<file path="config.mk">
export PLATFORM = sky130hd
export DESIGN_NAME = flash_pe_ctrl
export DESIGN_NICKNAME = d
export VERILOG_FILES = /design/src/rtl/fpe_pkg.sv /design/src/rtl/fpe_ctrl_reg.sv /design/src/rtl/fpe_launch.sv /design/src/rtl/fpe_status.sv /design/src/rtl/flash_pe_ctrl.sv
export SDC_FILE = /design/constraint.sdc
export NUM_CORES = 1
export LEC_CHECK = 0
export ABC_AREA = 1
export ABC_CLOCK_PERIOD_IN_PS = 5500
export BUFFER_PORTS_ARGS = -buffer_cell sky130_fd_sc_hd__clkbuf_2
export CAP_MARGIN = 20
export CORE_ASPECT_RATIO = 1.5
export CORE_MARGIN = 1
export CORE_UTILIZATION = 45
export CTS_CLUSTER_SIZE = 28
export DETAILED_ROUTE_END_ITERATION = 12
export PLACE_DENSITY = 0.79
export SYNTH_ARGS = -nofsm -noshare
export SYNTH_HDL_FRONTEND = slang
export SYNTH_SLANG_ARGS = --single-unit
</file>
<file path="constraint.sdc">
create_clock -name clk -period 5.5 [get_ports clk]
set_input_delay 0.825 -clock clk [delete_from_list [all_inputs] [get_ports clk]]
set_output_delay 0.825 -clock clk [all_outputs]
set_load 0.005 [all_outputs]
</file>
<file path="src/rtl/fpe_pkg.sv">
package fpe_pkg;
  localparam int ADDR_W = 20;
  localparam int DATA_W = 64;
  localparam int N_SECT = 12;
  localparam int SNB_W  = 4;
  localparam int SN_EXT = 1 << SNB_W;

  localparam logic [7:0] OFS_KEY  = 8'h04;
  localparam logic [7:0] OFS_STAT = 8'h0C;
  localparam logic [7:0] OFS_CTRL = 8'h10;

  localparam logic [31:0] KEY_A = 32'h4567_0123;
  localparam logic [31:0] KEY_B = 32'hCDEF_89AB;

  localparam int CB_PG = 0, CB_SER = 1, CB_MER = 2, CB_SNB = 3;
  localparam int CB_PSZ = 8, CB_STRT = 16, CB_LOCK = 31;
  localparam int SB_OPE = 1, SB_WRP = 4, SB_ALN = 5, SB_PAR = 6, SB_SEQ = 7, SB_BSY = 16;

  typedef enum logic [1:0] {OP_NONE = 2'd0, OP_PROG = 2'd1, OP_SERASE = 2'd2, OP_MERASE = 2'd3} op_e;
  typedef enum logic [1:0] {K_LOCK, K_HALF, K_OPEN, K_DEAD} key_st_e;

  typedef struct packed {
    logic seq;
    logic par;
    logic aln;
    logic wrp;
    logic ope;
  } err_t;

  // Sector index from a byte address: 4 x 16K, 1 x 64K, 7 x 128K.
  function automatic logic [SNB_W-1:0] sector_of(input logic [ADDR_W-1:0] a);
    if (a[ADDR_W-1:16] == '0) return SNB_W'(a[15:14]);
    else if (a[ADDR_W-1:17] == '0) return SNB_W'(4);
    else return SNB_W'(4) + SNB_W'(a[ADDR_W-1:17]);
  endfunction

  // True when the address is not a multiple of 2**size bytes.
  function automatic logic misaligned(input logic [2:0] lo, input logic [1:0] size);
    logic [3:0] m;
    m = (4'd1 << size) - 4'd1;
    return |(lo & m[2:0]);
  endfunction

  function automatic logic [31:0] stat_word(input err_t e, input logic busy);
    logic [31:0] w;
    w = '0;
    w[SB_SEQ] = e.seq;
    w[SB_PAR] = e.par;
    w[SB_ALN] = e.aln;
    w[SB_WRP] = e.wrp;
    w[SB_OPE] = e.ope;
    w[SB_BSY] = busy;
    return w;
  endfunction
endpackage

</file>
<file path="src/rtl/fpe_ctrl_reg.sv">
module fpe_ctrl_reg
  import fpe_pkg::*;
(
  input  logic              clk,
  input  logic              rst_n,
  input  logic              we,
  input  logic [7:0]        addr,
  input  logic [31:0]       wdata,
  output logic              unlocked,
  output logic              pg,
  output logic [1:0]        psize,
  output logic              strt_req,
  output logic              cmd_ser,
  output logic              cmd_mer,
  output logic [SNB_W-1:0]  cmd_snb,
  output logic [31:0]       ctrl_rd
);
  key_st_e          st, st_n;
  logic             ser, mer;
  logic [SNB_W-1:0] snb;
  logic             key_wr, ctrl_wr;

  assign key_wr   = we && (addr == OFS_KEY);
  assign ctrl_wr  = we && (addr == OFS_CTRL) && (st == K_OPEN);
  assign unlocked = (st == K_OPEN);

  always_comb begin
    st_n = st;
    case (st)
      K_LOCK: if (key_wr) st_n = (wdata == KEY_A) ? K_HALF : K_DEAD;
      K_HALF: if (key_wr) st_n = (wdata == KEY_B) ? K_OPEN : K_DEAD;
      K_OPEN: if (ctrl_wr && wdata[CB_LOCK]) st_n = K_LOCK;
      default: st_n = K_DEAD;
    endcase
  end

  always_ff @(posedge clk or negedge rst_n) begin
    if (!rst_n) begin
      st    <= K_LOCK;
      pg    <= 1'b0;
      ser   <= 1'b0;
      mer   <= 1'b0;
      snb   <= '0;
      psize <= 2'd0;
    end else begin
      st <= st_n;
      if (ctrl_wr) begin
        pg    <= wdata[CB_PG];
        ser   <= wdata[CB_SER];
        mer   <= wdata[CB_MER];
        snb   <= wdata[CB_SNB +: SNB_W];
        psize <= wdata[CB_PSZ +: 2];
      end
    end
  end

  // The start request uses the fields written with it.
  assign strt_req = ctrl_wr && wdata[CB_STRT];
  assign cmd_ser  = wdata[CB_SER];
  assign cmd_mer  = wdata[CB_MER];
  assign cmd_snb  = wdata[CB_SNB +: SNB_W];

  always_comb begin
    ctrl_rd = '0;
    ctrl_rd[CB_LOCK]             = !unlocked;
    ctrl_rd[CB_PSZ +: 2]         = psize;
    ctrl_rd[CB_SNB +: SNB_W]     = snb;
    ctrl_rd[CB_MER]              = mer;
    ctrl_rd[CB_SER]              = ser;
    ctrl_rd[CB_PG]               = pg;
  end
endmodule

</file>
<file path="src/rtl/fpe_launch.sv">
module fpe_launch
  import fpe_pkg::*;
(
  input  logic              clk,
  input  logic              rst_n,
  input  logic              strt_req,
  input  logic              cmd_ser,
  input  logic              cmd_mer,
  input  logic [SNB_W-1:0]  cmd_snb,
  input  logic              unlocked,
  input  logic              pg,
  input  logic [1:0]        psize,
  input  logic              busy,
  input  logic              fw_valid,
  input  logic [ADDR_W-1:0] fw_addr,
  input  logic [1:0]        fw_size,
  input  logic [DATA_W-1:0] fw_data,
  input  logic [N_SECT-1:0] wp,
  output err_t              err_set,
  output logic              launch,
  output logic              arr_start,
  output op_e               arr_op,
  output logic [SNB_W-1:0]  arr_sector,
  output logic [ADDR_W-1:0] arr_addr,
  output logic [1:0]        arr_size,
  output logic [DATA_W-1:0] arr_wdata
);
  logic [SN_EXT-1:0] wp_ext;
  logic [SNB_W-1:0]  fw_sec;
  logic              erase_go, prog_go;
  op_e               erase_op;

  assign wp_ext = SN_EXT'(wp);
  assign fw_sec = sector_of(fw_addr);

  always_comb begin
    err_set  = '0;
    erase_go = 1'b0;
    prog_go  = 1'b0;
    erase_op = OP_SERASE;
    if (strt_req) begin
      if (busy || (!cmd_ser && !cmd_mer)) err_set.seq = 1'b1;
      else if (cmd_mer) begin
        erase_op = OP_MERASE;
        if (|wp) err_set.wrp = 1'b1;
        else erase_go = 1'b1;
      end
      else if (cmd_snb >= SNB_W'(N_SECT)) err_set.ope = 1'b1;
      else if (wp_ext[cmd_snb]) err_set.wrp = 1'b1;
      else erase_go = 1'b1;
    end
    if (fw_valid) begin
      if (!unlocked || !pg || busy || erase_go) err_set.seq = 1'b1;
      else if (fw_size != psize) err_set.par = 1'b1;
      else if (misaligned(fw_addr[2:0], fw_size)) err_set.aln = 1'b1;
      else if (wp_ext[fw_sec]) err_set.wrp = 1'b1;
      else prog_go = 1'b1;
    end
  end

  assign launch = erase_go || prog_go;

  always_ff @(posedge clk or negedge rst_n) begin
    if (!rst_n) begin
      arr_start  <= 1'b0;
      arr_op     <= OP_NONE;
      arr_sector <= '0;
      arr_addr   <= '0;
      arr_size   <= 2'd0;
      arr_wdata  <= '0;
    end else begin
      arr_start <= launch;
      if (erase_go) begin
        arr_op     <= erase_op;
        arr_sector <= (erase_op == OP_MERASE) ? '0 : cmd_snb;
      end else if (prog_go) begin
        arr_op     <= OP_PROG;
        arr_sector <= fw_sec;
        arr_addr   <= fw_addr;
        arr_size   <= fw_size;
        arr_wdata  <= fw_data;
      end
    end
  end
endmodule

</file>
<file path="src/rtl/fpe_status.sv">
module fpe_status
  import fpe_pkg::*;
(
  input  logic clk,
  input  logic rst_n,
  input  err_t clr,
  input  err_t err_set,
  input  logic launch,
  input  logic arr_done,
  output err_t flags,
  output logic busy
);
  always_ff @(posedge clk or negedge rst_n) begin
    if (!rst_n) begin
      flags <= '0;
      busy  <= 1'b0;
    end else begin
      flags <= (flags & ~clr) | err_set;
      if (launch) busy <= 1'b1;
      else if (arr_done) busy <= 1'b0;
    end
  end
endmodule

</file>
<file path="src/rtl/flash_pe_ctrl.sv">
module flash_pe_ctrl
  import fpe_pkg::*;
(
  input  logic              clk,
  input  logic              rst_n,
  input  logic              cfg_we,
  input  logic [7:0]        cfg_addr,
  input  logic [31:0]       cfg_wdata,
  output logic [31:0]       cfg_rdata,
  input  logic              fw_valid,
  input  logic [ADDR_W-1:0] fw_addr,
  input  logic [1:0]        fw_size,
  input  logic [DATA_W-1:0] fw_data,
  input  logic [N_SECT-1:0] wp_sector,
  output logic              arr_start,
  output logic [1:0]        arr_op,
  output logic [SNB_W-1:0]  arr_sector,
  output logic [ADDR_W-1:0] arr_addr,
  output logic [1:0]        arr_size,
  output logic [DATA_W-1:0] arr_wdata,
  input  logic              arr_done
);
  logic             unlocked, pg, strt_req, cmd_ser, cmd_mer, launch, busy, stat_wr;
  logic [1:0]       psize;
  logic [SNB_W-1:0] cmd_snb;
  logic [31:0]      ctrl_rd;
  err_t             err_set, flags, stat_clr;
  op_e              op_q;

  assign stat_wr = cfg_we && (cfg_addr == OFS_STAT);
  always_comb begin
    stat_clr = '0;
    if (stat_wr) begin
      stat_clr.seq = cfg_wdata[SB_SEQ];
      stat_clr.par = cfg_wdata[SB_PAR];
      stat_clr.aln = cfg_wdata[SB_ALN];
      stat_clr.wrp = cfg_wdata[SB_WRP];
      stat_clr.ope = cfg_wdata[SB_OPE];
    end
  end

  fpe_ctrl_reg u_ctrl (
    .clk(clk), .rst_n(rst_n), .we(cfg_we), .addr(cfg_addr), .wdata(cfg_wdata),
    .unlocked(unlocked), .pg(pg), .psize(psize), .strt_req(strt_req),
    .cmd_ser(cmd_ser), .cmd_mer(cmd_mer), .cmd_snb(cmd_snb), .ctrl_rd(ctrl_rd)
  );

  fpe_launch u_launch (
    .clk(clk), .rst_n(rst_n), .strt_req(strt_req), .cmd_ser(cmd_ser), .cmd_mer(cmd_mer),
    .cmd_snb(cmd_snb), .unlocked(unlocked), .pg(pg), .psize(psize), .busy(busy),
    .fw_valid(fw_valid), .fw_addr(fw_addr), .fw_size(fw_size), .fw_data(fw_data),
    .wp(wp_sector), .err_set(err_set), .launch(launch), .arr_start(arr_start),
    .arr_op(op_q), .arr_sector(arr_sector), .arr_addr(arr_addr), .arr_size(arr_size),
    .arr_wdata(arr_wdata)
  );

  fpe_status u_status (
    .clk(clk), .rst_n(rst_n), .clr(stat_clr), .err_set(err_set), .launch(launch),
    .arr_done(arr_done), .flags(flags), .busy(busy)
  );

  assign arr_op = op_q;

  always_comb begin
    case (cfg_addr)
      OFS_STAT: cfg_rdata = stat_word(flags, busy);
      OFS_CTRL: cfg_rdata = ctrl_rd;
      default:  cfg_rdata = '0;
    endcase
  end
endmodule

</file>
# Word-level counts from Yosys, hierarchy flattened
# Index checks and enable logic that the tools add are counted.
# W data, S select, Z words.
totals:
  reg_bits: 110
  inputBits: 143
  out_inout_bits: 125
  wordCells: 119
op_classes:
  addsub: 2
  order_cmp: 3
  eq_ne: 12
  n_shift: 1
  muxes: 53
  bitwise: 5
  n_reduce_logical: 25
op_table:
  columns: ["op", "count"]
  rows:
  - ["$pmux W32 S2", 1]
  - ["$eq A32 B31 Y1 const B", 1]
  - ["$eq A32 B32 Y1 const B", 1]
  - ["$mux W1", 30]
  - ["$mux W4", 6]
  - ["$mux W2", 11]
  - ["$reduce_or A12 Y1", 1]
  - ["$lt A4 B5 Y1 const B", 2]
  - ["$bmux W1 S4", 2]
  - ["$eq A8 B3 Y1 const B", 1]
  - ["$eq A8 B4 Y1 const B", 1]
  - ["$eq A8 B5 Y1 const B", 1]
  - ["$logic_and A1 B1 Y1", 7]
  - ["$pmux W2 S3", 1]
  - ["$and A5 B5 Y5", 1]
  - ["$logic_or A1 B1 Y1", 5]
  - ["$mux W5", 1]
  - ["$not A5 Y5", 1]
  - ["$or A5 B5 Y5", 1]
  - ["$add A3 B3 Y4 const A", 1]
  - ["$eq A2 B2 Y1 const B", 2]
  - ["$ge A4 B4 Y1 const B", 1]
  - ["$logic_not A1 Y1", 4]
  - ["$logic_not A4 Y1", 1]
  - ["15 further kinds", 17]

# Logic depth before layout (Yosys ltp)
depth:
  depth_word: 13
  depth_mapped: 15
  ltp_nobuf: 14

# Hierarchy
# Synthesis repeated with hierarchy kept, for this count alone.
hier_totals:
  cells_unflattened: 797
  hier_area_um2: 6298.5
by_module_without_submodules:
  columns: ["module", "instances", "cells_each", "area_each_um2", "seq_area_each_um2"]
  rows:
  - ["fpe_launch", 1, 515, 4399.2, 2327.2]
  - ["fpe_ctrl_reg", 1, 150, 1009.7, 275.3]
  - ["flash_pe_ctrl", 1, 102, 649.4, 0.0]
  - ["fpe_status", 1, 30, 240.2, 150.1]

# Worst setup path before layout
# Ideal clock, no wire load.
synth_path:
  kind: "input port to output port"
  start: "input cfg_addr[5]"
  end: "output cfg_rdata[16]"
  arrival_ps: 1555
  required_time_ps: 4675
  path_slack_ps: 3120
  stages: 5
  path_buffers: 1
  cell_sequence: "nor3_2 and3_1 clkbuf_1 inv_1 nor2_1"
synth_between:
  elab_chain_len: 2
  word_cells_on_any_way: 3
  classes_between: "eq/ne (2); mux (1)"
synth_rtl:
  columns: ["item", "line_no", "text"]
  rows:
  - ["start: declaration", "flash_pe_ctrl.sv:7", "input logic [7:0] cfg_addr,"]
  - ["$eq A8 B5 Y1 or $eq A8 B4 Y1 (tied branches)", "flash_pe_ctrl.sv:65", "case (cfg_addr)"]
  - ["$pmux W32 S2 *", "flash_pe_ctrl.sv:65", null]
  - ["end: declaration", "flash_pe_ctrl.sv:9", "output logic [31:0] cfg_rdata,"]
# Mark *: on every way between the ends. The rest lies on a longest branch, timed or not.

# Final worst setup path
layout_path:
  start: "input fw_addr[19]"
  end: "register u_launch.arr_wdata[51]"
layout_between:
  elab_chain_len: 11
  word_cells_on_any_way: 13
  classes_between: "add/sub (1); mux (9); reduce/logical (3)"
layout_rtl:
  columns: ["item", "line_no", "text"]
  rows:
  - ["start: declaration", "flash_pe_ctrl.sv:11", "input logic [ADDR_W-1:0] fw_addr,"]
  - ["$add A3 B3 Y4 or $logic_not A3 Y1 (tied branches)", "fpe_pkg.sv:34, fpe_pkg.sv:33", null]
  - ["$mux W4", "fpe_pkg.sv:33", "else if (a[ADDR_W-1:17] == '0) return SNB_W'(4);"]
  - ["$mux W4 *", "fpe_pkg.sv:32", "if (a[ADDR_W-1:16] == '0) return SNB_W'(a[15:14]);"]
  - ["$bmux W1 S4 *", "fpe_launch.sv:56", "else if (wp_ext[fw_sec]) err_set.wrp = 1'b1;"]
  - ["$mux W1 (not written as such) *", "fpe_launch.sv:56", null]
  - ["$mux W1 *", "fpe_launch.sv:56", null]
  - ["$mux W1 *", "fpe_launch.sv:55", "else if (misaligned(fw_addr[2:0], fw_size)) err_set.aln = 1'b1;"]
  - ["$mux W1 *", "fpe_launch.sv:54", "else if (fw_size != psize) err_set.par = 1'b1;"]
  - ["$mux W1 *", "fpe_launch.sv:53", "if (!unlocked || !pg || busy || erase_go) err_set.seq = 1'b1;"]
  - ["$mux W1 *", "fpe_launch.sv:52", "if (fw_valid) begin"]
  - ["$reduce_and A2 Y1 (no line) *", null, null]
  - ["end signal: assignment", "fpe_launch.sv:81", "arr_wdata <= fw_data;"]
  - ["end: declaration", "fpe_launch.sv:26", "output logic [DATA_W-1:0] arr_wdata"]
# Mark *: on every way between the ends. The rest lies on a longest branch, timed or not. The select of a mux whose other input is x is not followed.
# A chain may end at the register's enable or synchronous reset.

==> impl_metrics.py <==
metrics = {
    "run_status": {
        "run_status": "completed",
    },
    "sta": {
        "final.min_clock_period_ns": 3.16,
        "setup_viol_count_final": 0,
        "grt_setup_unrepaired": "no",
        "layout_worst_path_cycle_share_pct": 57.5,
        "hold_viol": 0,
        "fmax_mhz": 316,
        "slew_of_the_pin_with_the_lowest_slew_margin_ns": 0.908,
        "report.final.slew_viol_count": 0,
        "slew_headroom_pct": 39.3,
        "fin_worst_skew_ns": 0.00905,
        "totalNegativeSetupSlack_ns": 0,
        "final.setup.worst_slack_ns": 2.34,
        "post_route_hold_slack_ns": 0.472,
    },
    "synthesis": {
        "yosysWarningCount": 0,
        "synth_cell_types": 38,
        "syn_inst": 651,
        "flops_latches_synth": 110,
        "synth_area_um2": 5400,
        "synth.yosys.seq_area_share_pct": 51.0,
        "synth.avg_cell_area_um2": 8.29,
    },
    "detailed_routing": {
        "drt-total-wl_mm": 13.8,
        "drt_pre_antenna_iters": 4,
        "post-route-drc-count": 0,
        "detail_route.vias_per_cell": 4.76,
        "detail-route-antenna-nets": 0,
        "via_count": 4972,
        "detail_route.wl_per_cell_um": 13.2,
        "initial_detailed_routing_violation_count": 148,
    },
    "worst_setup_path": {
        "regToRegSetupSlack_ns": 2.60,
        "cell_depth_of_the_worst_setup_path": 13,
        "crit_buf_inv": 2,
        "cp-startpoint": "fw_addr[19]",
        "critPathCaptureType": "register",
        "r2r-end": "u_launch.arr_wdata[51]$_DFFE_PN0P_",
        "worst-path-max-fanout": 65,
        "crit_path_max_incr_delay_ns": 0.71,
        "critical_path_required_ns": 5.75,
        "cp_slowest_cell": "sky130_fd_sc_hd__nand4_4",
        "ordered_cell_list_for_the_critical_path": "clkbuf_2, nor2_2, nand3_4, nand2_4, nand2_1, nand3_1, nand2_1, nand2_1, nand2_1, nor2_2, nand4_4, buf_4, o21ai_0",
        "critical_path.endpoint": "u_launch.arr_wdata[51]$_DFFE_PN0P_",
        "critPathLaunchType": "input port",
        "regToRegStartpoint": "u_ctrl.st[0]$_DFFE_PN0P_",
        "worst_ep_arrival_time_ns": 3.41,
        "worst_r2r_path_depth": 7,
        "crit_top_cell": "sky130_fd_sc_hd__nand2_1",
        "cpLargestDelayFamily": "simple AND/OR/NAND/NOR gates",
        "critical_path_class": "in -> reg",
    },
    "cells_and_area": {
        "num-fill-cells": 1120,
        "area_growth_pct": 27.6,
        "number_of_diodes_added_for_antenna_fixing": 0,
        "instances_no_fill": 1044,
        "post_route_cells_drive_above_1_share_pct": 32.9,
        "most_common_library_cell_in_the_layout_ignoring_fill_and_taps": "sky130_fd_sc_hd__clkbuf_2",
        "layout.cells.most_common_list": "246 x sky130_fd_sc_hd__clkbuf_2, 166 x sky130_fd_sc_hd__nand2_1, 120 x sky130_fd_sc_hd__inv_1, 110 x sky130_fd_sc_hd__dfrtp_1, 64 x sky130_fd_sc_hd__o21ai_1",
        "finalNetCount": 1032,
    },
    "clock_tree": {
        "postcts_resize_cnt": 0,
        "worst_skew_pair_later_pin_latency_ns": 0.34,
        "clock_path_buffers": 2,
        "cts_sinks": 110,
        "htreeDepth": 3,
        "tritoncts": "yes",
        "cts_hold_buf": 0,
        "tritoncts.num_buffers": 9,
        "post_cts_buffers": 0,
        "cts_root_buffer": "sky130_fd_sc_hd__clkbuf_16",
        "worst_setup_hold_path_clk_slew_ns": 0.07,
    },
    "pwr": {
        "powerDensity_nw_per_um2": 397,
        "seq_power_share_pct": 47.2,
        "internal_power_mw": 1.84,
        "power.combinational.fraction_pct": 30.2,
        "report.power.total_mw": 2.73,
        "total_leakage_power_nw": 4.09,
        "part_of_the_total_power_dissipated_in_the_clock_network_pct": 22.7,
        "p_sw_share_pct": 32.8,
        "ir_drop_worst_vdd_v": 0.000158,
        "net-switching-power_mw": 0.896,
    },
    "floorplan": {
        "ioPinCount": 268,
        "floorplan.initialDensity_pct": 46.5,
        "die_width_um": 91.4,
        "row_count": 48,
        "design.core.area_um2": 11600,
        "area_of_the_die_um2": 12400,
        "die-height_um": 136,
    },
    "grt": {
        "total_grt_usage_pct": 22.7,
        "grt_first_pass_wirelength_mm": 22.0,
        "grt_overflow": 0,
        "grt_pass1_vias": 4769,
        "grt_antenna_before_repair": 0,
        "grt_max_degree": 66,
    },
    "placement": {
        "dp.cells": 1028,
        "portBuffers": 247,
        "detailedPlacementHpwl_mm": 10.9,
        "detailedPlace.worstSlack_ns": 1.97,
        "gp_congestion": 0.864,
    },
    "job": {
        "cap_viol_max_count": 0,
    },
    "worst_hold_path": {
        "worst_hold_path_type": "reg -> reg",
    },
}
[how the worst min path moves through the flow]
stage	start	to	slack, ns	depth (start not counted)
after floorplan	u_ctrl.mer$_DFFE_PN0N_	u_ctrl.mer$_DFFE_PN0N_	0.45	2
after global placement	u_launch.arr_op[1]$_DFFE_PN0P_	u_launch.arr_op[1]$_DFFE_PN0P_	0.46	2
after detailed placement	u_launch.arr_op[1]$_DFFE_PN0P_	u_launch.arr_op[1]$_DFFE_PN0P_	0.46	2
after CTS	u_launch.arr_op[1]$_DFFE_PN0P_	u_launch.arr_op[1]$_DFFE_PN0P_	0.48	2
after global routing	u_launch.arr_op[1]$_DFFE_PN0P_	u_launch.arr_op[1]$_DFFE_PN0P_	0.50	2
final	u_launch.arr_op[1]$_DFFE_PN0P_	u_launch.arr_op[1]$_DFFE_PN0P_	0.47	2
[power groups by stage]
stage / registers, mW / logic (mW) / clock network, mW
2_1_floorplan: 1.31 / 0.355 / 0
3_3_place_gp: 1.29 / 0.817 / 0
3_5_place_dp: 1.30 / 0.844 / 0
4_1_cts: 1.29 / 0.843 / 0.634
5_1_grt: 1.33 / 0.934 / 0.665
6_report: 1.29 / 0.824 / 0.620
[registers in the layout, indices dropped and copies added (netlist names), 2 cells and up]
signal	count
u_ctrl.psize	2
u_launch.arr_size	2
u_launch.arr_addr	20
u_status.flags	5
u_ctrl.st	2
u_ctrl.snb	4
u_launch.arr_op	2
u_launch.arr_wdata	64
u_launch.arr_sector	4
[routing by layer]
layer,vias to the layer above,share of wire [%],track usage [%]
li1,2482,-,-
met1,2233,37,24.3
met2,218,52,41.7
met4,0,4.5,12.9
met3,39,6.5,4.14
met5,-,0,0
[area by class of cell]
cell class	instances	area (µm²)	area share (%)
tap	150	188	2.73
timing repair buffer	250	1270	18.5
multi-input combinational	397	1930	28.1
sequential	110	2750	40.0
clock inverter	6	53.8	0.782
clock buffer	10	229	3.33
inverter	121	454	6.60
[cell families after synthesis]
family	share of synthesized area, %
buf+inv	14.5
xor+xnor	0.325
flops	51.0
compound gates	12.2
simple gates	21.9
other cells	0.0695
[synthesized netlist by cell type]
master	n	area, µm²
sky130_fd_sc_hd__nand2_1	166	623
sky130_fd_sc_hd__buf_2	1	5.00
sky130_fd_sc_hd__o211ai_1	2	15.0
sky130_fd_sc_hd__o21ai_2	16	140
sky130_fd_sc_hd__nor2_4	2	22.5
sky130_fd_sc_hd__nand4_2	1	12.5
sky130_fd_sc_hd__nor3b_1	2	15.0
sky130_fd_sc_hd__buf_8	2	30.0
sky130_fd_sc_hd__o21ai_1	64	320
sky130_fd_sc_hd__buf_6	9	101
sky130_fd_sc_hd__nand4_1	11	68.8
sky130_fd_sc_hd__and3_1	1	6.26
sky130_fd_sc_hd__buf_4	21	158
sky130_fd_sc_hd__nor3_1	4	20.0
sky130_fd_sc_hd__dfrtp_1	110	2750
sky130_fd_sc_hd__nor4_1	5	31.3
sky130_fd_sc_hd__inv_2	1	3.75
sky130_fd_sc_hd__nand4_4	1	21.3
sky130_fd_sc_hd__xnor2_1	2	17.5
sky130_fd_sc_hd__nor3_2	1	10.0
sky130_fd_sc_hd__nand3_1	34	170
sky130_fd_sc_hd__nand3_2	1	10.0
sky130_fd_sc_hd__clkbuf_1	9	33.8
sky130_fd_sc_hd__a21boi_1	1	7.51
sky130_fd_sc_hd__o21a_1	1	7.51
sky130_fd_sc_hd__nor2_2	2	12.5
sky130_fd_sc_hd__nand3b_1	2	15.0
sky130_fd_sc_hd__o221ai_1	1	8.76
sky130_fd_sc_hd__nand3_4	1	17.5
sky130_fd_sc_hd__a21oi_1	4	20.0
sky130_fd_sc_hd__nor2_1	23	86.3
sky130_fd_sc_hd__conb_1	1	3.75
sky130_fd_sc_hd__o21ai_0	21	105
sky130_fd_sc_hd__nand2_2	1	6.26
sky130_fd_sc_hd__nand2_4	2	22.5
sky130_fd_sc_hd__a22o_1	4	35.0
sky130_fd_sc_hd__nor4b_1	1	8.76
sky130_fd_sc_hd__inv_1	120	450
[worst min-delay path, stage by stage, from the launching register on]
cell                      delay, ns
sky130_fd_sc_hd__dfrtp_1       0.35
sky130_fd_sc_hd__nand2_1       0.05
sky130_fd_sc_hd__nand2_1       0.04
[per-stage QoR]
stage / cell area [µm²] / utilization [%]
after CTS: 6880 / 59.4
after floorplan: 5470 / -
after global routing: 6880 / 59.4
after detailed placement: 6600 / 56.9
final: 6880 / 59.4
after global placement: 6600 / 56.9
No activity file was read; power rests on OpenSTA's default activity.
